File: config.mk
export PLATFORM = sky130hd
export DESIGN_NAME = offset_serial_loader
export DESIGN_NICKNAME = d
export VERILOG_FILES = /design/src/rtl/offset_serial_loader.sv
export SDC_FILE = /design/constraint.sdc
export NUM_CORES = 1
export LEC_CHECK = 0
export ABC_CLOCK_PERIOD_IN_PS = 1900
export BUFFER_PORTS_ARGS = -buffer_cell sky130_fd_sc_hd__buf_4
export CAP_MARGIN = 10
export CORE_MARGIN = 5
export CORE_UTILIZATION = 40
export DETAILED_ROUTE_END_ITERATION = 12
export MAX_ROUTING_LAYER = met4
export SKIP_LAST_GASP = 1
export SYNTH_ARGS = -nofsm -noshare
export SYNTH_HDL_FRONTEND = slang
export SYNTH_SLANG_ARGS = --single-unit
export TNS_END_PERCENT = 30
File: constraint.sdc
create_clock -name clk -period 1.9 [get_ports clk]
set_input_delay 0.285 -clock clk [delete_from_list [all_inputs] [get_ports clk]]
set_output_delay 0.285 -clock clk [all_outputs]
set_load 0.05 [all_outputs]
File: src/rtl/offset_serial_loader.sv
module offset_serial_loader #(
  parameter int unsigned DEPTH = 1024,
  parameter int unsigned DEF_X = 16,
  parameter int unsigned DEF_Y = 16,
  localparam int unsigned AW    = $clog2(DEPTH),
  localparam int unsigned NBITS = 2 * AW,
  localparam int unsigned CW    = $clog2(NBITS + 1)
) (
  input  logic          clk,
  input  logic          rst_n,
  input  logic          sdata,
  input  logic          sen_n,
  output logic [AW-1:0] x_off,
  output logic [AW-1:0] y_off,
  output logic          ready
);

  localparam logic [CW-1:0] LAST = CW'(NBITS);

  logic             serial_q;
  logic [CW-1:0]    cnt;
  logic [NBITS-1:0] chain;
  logic             take, done;

  assign done = !serial_q || (cnt == LAST);
  assign take = serial_q && !sen_n && (cnt != LAST);

  always_ff @(posedge clk) begin
    if (!rst_n) begin
      serial_q <= sdata & sen_n;
      cnt      <= '0;
      chain    <= {AW'(DEF_Y), AW'(DEF_X)};
      ready    <= 1'b0;
    end else begin
      if (take) begin
        chain <= {chain[NBITS-2:0], sdata};
        cnt   <= cnt + 1'b1;
      end
      ready <= done;
    end
  end

  assign y_off = chain[NBITS-1:AW];
  assign x_off = chain[AW-1:0];

endmodule

== Yosys cells after proc, flatten, opt, wreduce, memory -nomap -nowiden ==
Cells that the tools add are included.

* Flip-flop bits (word level): 27
* Bits of input ports: 4
* Output and inout bits: 21
* Word-level logic and storage cells: 13

* Add/subtract/negate cells: 1
* Eq/ne operators: 2
* Bitwise logic cells: 1
* Reduce and logical (&&, ||, !) cells: 5

{| class="wikitable"
|+ Operator list
! operator !! count
|-
| $add A5 B1 Y5 const B || 1
|-
| $eq A5 B5 Y1 const B || 1
|-
| $ne A5 B5 Y1 const B || 1
|-
| $logic_and A1 B1 Y1 || 2
|-
| $logic_not A1 Y1 || 2
|-
| $and A1 B1 Y1 || 1
|-
| $logic_or A1 B1 Y1 || 1
|}

== Longest topological paths before layout ==
Gate-level depths: netlist of the first run.

* Word-level depth: 3
* Depth in mapped cells: 6
* Mapped depth without buffers: 5

== Worst setup path after synthesis of the first run ==
Ideal clock, no wire load.

* Path type: register -> register
* Start: reg cnt[0]
* End: reg cnt[3]
* Library setup time: 71 ps
* Data arrival time: 1395 ps
* Data required time: 1829 ps
* Slack: 434 ps
* Cell stages (with the launch flop): 6
* Path buffers: 0
* Period minus slack after synthesis: 1466 ps
* Path through: dfxtp_1 -> inv_1 -> ha_1 -> and4b_4 -> or4_1 -> a21oi_1

* Cells in the longest elaborated chain, start to end: 2
* Elaborated cells on any way between the ends: 3
* Classes of those cells: add/sub (1); eq/ne (1); reduce/logical (1)

{| class="wikitable"
|+ Ends and longest elaborated chain
! item !! line !! source
|-
| from (decl) || 21 || <nowiki>logic [CW-1:0] cnt;</nowiki>
|-
| from (signal assigned) || 37 || <nowiki>cnt <= cnt + 1'b1;</nowiki>
|-
| branches (longest 2 deep; another with $add A5 B1 Y5) || - ||
|}

Several ways; the timed one is not identified.
A chain may end at the register's enable or synchronous reset.

== Final worst setup path of the first run ==
Ends and elaborated chain as after synthesis.

==> impl_metrics.ini, run 1 <==
[cts]
cts_root_buffer = clkbuf_4
numCtsBuffers = 3
cts_resized = 0
cts.sinks = 27
hold_buffers = 0
path_clk_slew_ns = 0.16
cts_tree = done
htreeDepth = 1
clock_latency_ns = 0.33
cts_buffer_depth = 2
cts_setup_buffers = 0

[run]
cap_violations = 0

[timing]
hold_slack_ns = 0.162
slew_headroom_pct = 71.9
finalSetupViolCount = 0
maxSlewViolCount = 0
final-hold-violation-count = 0
rsz0062_at_grt = no
tightest_slew_ns = 0.421
fin_crit_sh_pct = 87.9
tns_ns = 0
finalCriticalPeriod_ns = 1.67
skew_ns = 0.00924
fmax_mhz = 599

[logic_synthesis]
synth_seq_cells = 27
yosys_warnings = 0
syn_area_um2 = 1080
yosysUniqueCellTypes = 22
syn-num-nets = 132
synthCells = 126
syn-mean-instance-area_um2 = 8.60
synth_seq_area_share_pct = 50.8

[placement]
hpwl_um = 1700
portBuffers = 24
gp_congestion = 0.725
dp_cells = 176

[power]
switching_share_pct = 28.0
combPwrFrac_pct = 12.5
p_per_area_nw_per_um2 = 737
irDropWorstVdd_v = 0.000567
pwr-share-clk_pct = 27.1
switchingPower_mw = 0.277
p_total_mw = 0.986
sequentialPowerShare_pct = 60.4
p_int_mw = 0.710
p_leak_nw = 0.517

[worst_setup_path]
arrival_ns = 1.94
end_kind = flip-flop
critPathSlowestCell = or4_1
critical-path-max-stage-delay_ns = 0.52
path_cells = inv_1 > ha_1 > and4b_4 > or4_1 > a21oi_1
cp_top_family = simple AND/OR/NAND/NOR gates
critPathBufInv = 1
path_class = reg -> reg
path_max_fanout = 24
start_kind = flip-flop
required_ns = 2.17

[global_route]
gr-usage-met1_pct = 19.9
grt_pass1_vias = 872
antenna_found_initial = 0
gr-usage-met2_pct = 21.7
grt_overflow = 0
grt.busiest_layer = met2
grt_max_degree = 25
grt_usage_pct = 14.8
grt_pass1_wl_um = 4100
grt_util_met3_pct = 4.34

[layout]
instances_no_fill = 180
final_common_cell = buf_4
seq_area_um2 = 551
diodes = 0
multi_input_area_um2 = 472
nFillCells = 265
final_util_pct = 52.6
layout-drive-gt1-share_pct = 24.0
layout_common_cells = 31 x buf_4, 26 x dfxtp_1, 25 x nand3_1
syn2layout_area_growth_pct = 23.6
nets = 157

[routing]
drtIter0Drc = 62
drcViolationCount = 0
firstDrtPassIters = 4
wl_um = 2550
ant_nets = 0
wl_per_cell_um = 14.2
via_count = 996
drt-vias-per-instance = 5.53

[worst_hold_path]
holdCritPathClass = in -> reg

[floorplan]
ios = 25
fp.dieW_um = 62.0
start_util_pct = 42.6
core_um2 = 2540
fp.dieArea_um2 = 3850
fp.dieH_um = 62.0
rows = 18

[outcome]
status = completed
power by group through the flow:
stage | Combinational (mW) | Sequential (mW) | Clock [mW]
CTS | 0.124 | 0.596 | 0.277
global placement | 0.122 | 0.607 | 0
global route | 0.133 | 0.599 | 0.308
detailed placement | 0.123 | 0.608 | 0
floorplan | 0.0438 | 0.645 | 0
finish | 0.123 | 0.596 | 0.267
routing by layer:
layer | part of all wire [%] | up-vias
li1 | - | 503
met1 | 44 | 460
met2 | 50 | 31
met3 | 5.7 | 2
met4 | 0.63 | 0
met5 | 0 | -
synthesized netlist by cell type:
cell type	number	share of area, %
a21oi_1	22	10
a311oi_1	1	0.81
a41o_1	1	0.92
and2_1	1	0.58
and4b_4	1	1.3
buf_2	4	1.8
clkbuf_1	7	2.4
dfxtp_1	26	48
edfxtp_1	1	2.8
ha_1	2	2.3
inv_1	4	1.4
mux2i_1	1	0.92
nand2_1	1	0.35
nand2b_1	2	1.2
nand3_1	25	12
nand4_1	1	0.58
nand4b_1	1	0.81
nor2b_1	1	0.58
o21ai_0	17	7.9
o21ai_1	5	2.3
o31ai_1	1	0.69
or4_1	1	0.69
through the flow:
stage          setup WS, ns  cell area, um^2
4_1_cts               0.233             1340
6_report              0.230             1340
3_5_place_dp          0.292             1310
5_1_grt              0.0807             1340
2_1_floorplan         0.434             1080
3_3_place_gp          0.328             1310
final timing paths:
path,startpoint,endpoint,slack (ns),depth (start not counted)
min,rst_n,chain[4]$_SDFFE_PN1P_,0.16,2
max,cnt[0]$_SDFFE_PN0P_,cnt[3]$_SDFFE_PN0P_,0.23,5
max reg2reg,cnt[0]$_SDFFE_PN0P_,cnt[3]$_SDFFE_PN0P_,0.23,5
min reg2reg,serial_q$_DFFE_PN_,ready$_SDFF_PN0_,0.48,1
worst reg2reg max path, delay by kind of cell, from the launching register on:
| family | cells | cell delay [ns] |
|---|---|---|
| DFF | 1 | 0.40 |
| and+or+nand+nor | 2 | 0.78 |
| adders and majority gates | 1 | 0.21 |
| buffers and inverters | 1 | 0.08 |
| AOI/OAI and AO/OA | 1 | 0.15 |
final cells by class:
type                            instances  share of cell area (%)
Timing Repair Buffer                   31                    17.4
Sequential cell                        27                    41.1
Multi-Input combinational cell         84                    35.2
Tap cell                               30                    2.80
Clock inverter                          1                   0.654
Inverter                                4                    1.12
Clock buffer                            3                    1.68
state kept, by name, summed over array words and instances (netlist names):
signal,cells
chain,20
ready,1
serial_q,1
cnt,5
cell families (layout without fill, tap and decap cells):
kind of cell	count (synthesis)	after routing	synth area share, %
AO/OA/AOI/OAI	47	47	22.7
multiplexers	1	1	0.924
adder cells (fa/ha/maj)	2	2	2.31
flip-flops	27	27	50.8
AND/OR/NAND/NOR	34	34	17.6
buffers and inverters	15	39	5.66
Power figures use the tool's default switching activity.
==> run 2, diff against run 1 <==
Settings changed: CORE_MARGIN 5 to not set.
==> impl_metrics.ini, run 2 (synthesis results as in run 1) <==
[outcome]
status = completed

[global_route]
grt_overflow = 0
grt_pass1_wl_um = 3650
grt_pass1_vias = 802
antenna_found_initial = 0
grt_usage_pct = 17.9
grt_max_degree = 25

[layout]
top_regs = chain x20, cnt x5
final_common_cell = buf_4
syn2layout_area_growth_pct = 21.8
diodes = 0
nets = 155
multi_input_area_um2 = 472
layout_common_cells = 29 x buf_4, 26 x dfxtp_1, 25 x nand3_1
fin_area_um2 = 1320
largest_reg_flops = 20
layout-drive-gt1-share_pct = 23.0
seq_area_um2 = 551
nFillCells = 248
final_util_pct = 52.3
largest_register = chain
instances_no_fill = 178

[cts]
cts_setup_buffers = 0
cts_resized = 0
path_clk_slew_ns = 0.15
cts_tree = done
cts.sinks = 27
numCtsBuffers = 3
htreeDepth = 1
cts_root_buffer = clkbuf_4
clock_latency_ns = 0.33
hold_buffers = 0
cts_buffer_depth = 2

[timing]
skew_ns = 0.00718
slew_headroom_pct = 71.0
hold_slack_ns = 0.172
final-hold-violation-count = 0
finalCriticalPeriod_ns = 1.66
fin_crit_sh_pct = 87.5
finalSetupViolCount = 0
maxSlewViolCount = 0
fmax_mhz = 601
tightest_slew_ns = 0.434
rsz0062_at_grt = no
tns_ns = 0
fin_ws_ns = 0.237

[placement]
dp_cells = 174
hpwl_um = 1570
gp_congestion = 0.750
place_area_um2 = 1290
pre_cts_ws_ns = 0.278
portBuffers = 24

[routing]
wl_per_cell_um = 13.5
route.met2.wl_um = 1120
drcViolationCount = 0
ant_nets = 0
dr.max_layer_used = met4
drt-vias-per-instance = 5.53
met3_length_um = 71
drtIter0Drc = 30
via_count = 985
wl_met1_um = 1170
wl_um = 2400
firstDrtPassIters = 4

[floorplan]
fp.dieH_um = 54.0
fp.dieW_um = 54.0
ios = 25
fp.dieArea_um2 = 2920
start_util_pct = 43.0
core_um2 = 2520
rows = 18

[worst_setup_path]
end_kind = flip-flop
path_class = reg -> reg
startpoint = cnt[0]$_SDFFE_PN0P_
r2r_end = cnt[3]$_SDFFE_PN0P_
r2r_slack_ns = 0.24
arrival_ns = 1.93
worstSetupEndpoint = cnt[3]$_SDFFE_PN0P_
path_max_fanout = 24
reg2reg_depth = 5
required_ns = 2.17
r2r_start = cnt[0]$_SDFFE_PN0P_
start_kind = flip-flop

[run]
cap_violations = 0

[worst_hold_path]
holdCritPathClass = in -> reg

[power]
p_total_mw = 0.966
p_leak_nw = 0.507
p_per_area_nw_per_um2 = 732
irDropWorstVdd_v = 0.000463
run 2: final cells by class:
class	instances	share of cell area, %
Clock buffer	3	1.71
Inverter	4	1.14
Sequential cell	27	41.7
Tap cell	30	2.84
Clock inverter	1	0.379
Timing Repair Buffer	29	16.5
Multi-Input combinational cell	84	35.7
run 2: worst min-delay path by stage:
| stage | start | to | slack [ns] | cells after the start |
|---|---|---|---|---|
| after floorplan | rst_n | chain[14]$_SDFFE_PN1P_ | 0.36 | 1 |
| after global placement | chain[4]$_SDFFE_PN1P_ | chain[5]$_SDFFE_PN0P_ | 0.46 | 2 |
| after detailed placement | serial_q$_DFFE_PN_ | ready$_SDFF_PN0_ | 0.47 | 1 |
| after CTS | rst_n | chain[14]$_SDFFE_PN1P_ | 0.16 | 2 |
| after global routing | rst_n | chain[14]$_SDFFE_PN1P_ | 0.17 | 2 |
| final | rst_n | chain[14]$_SDFFE_PN1P_ | 0.17 | 2 |
run 2: power by group:
part	leakage, nW	total (mW)	internal (mW)	switching, mW
Clock	0.0177	0.250	0.0790	0.171
Combinational	0.269	0.120	0.0372	0.0833
Sequential	0.221	0.596	0.585	0.0109
Total	0.507	0.966	0.701	0.265
run 2: per-layer routing:
layer / up-vias / track usage [%]
li1: 499 / -
met1: 464 / 23.5
met2: 18 / 26.7
met3: 4 / 2.54
met4: 0 / 8.97
met5: - / -
run 2: critical path, cell delays in order, from the launching register on:
cell and delay (ns):
dfxtp_1 0.39, inv_1 0.07, ha_1 0.21, and4b_4 0.27, or4_1 0.51, a21oi_1 0.14
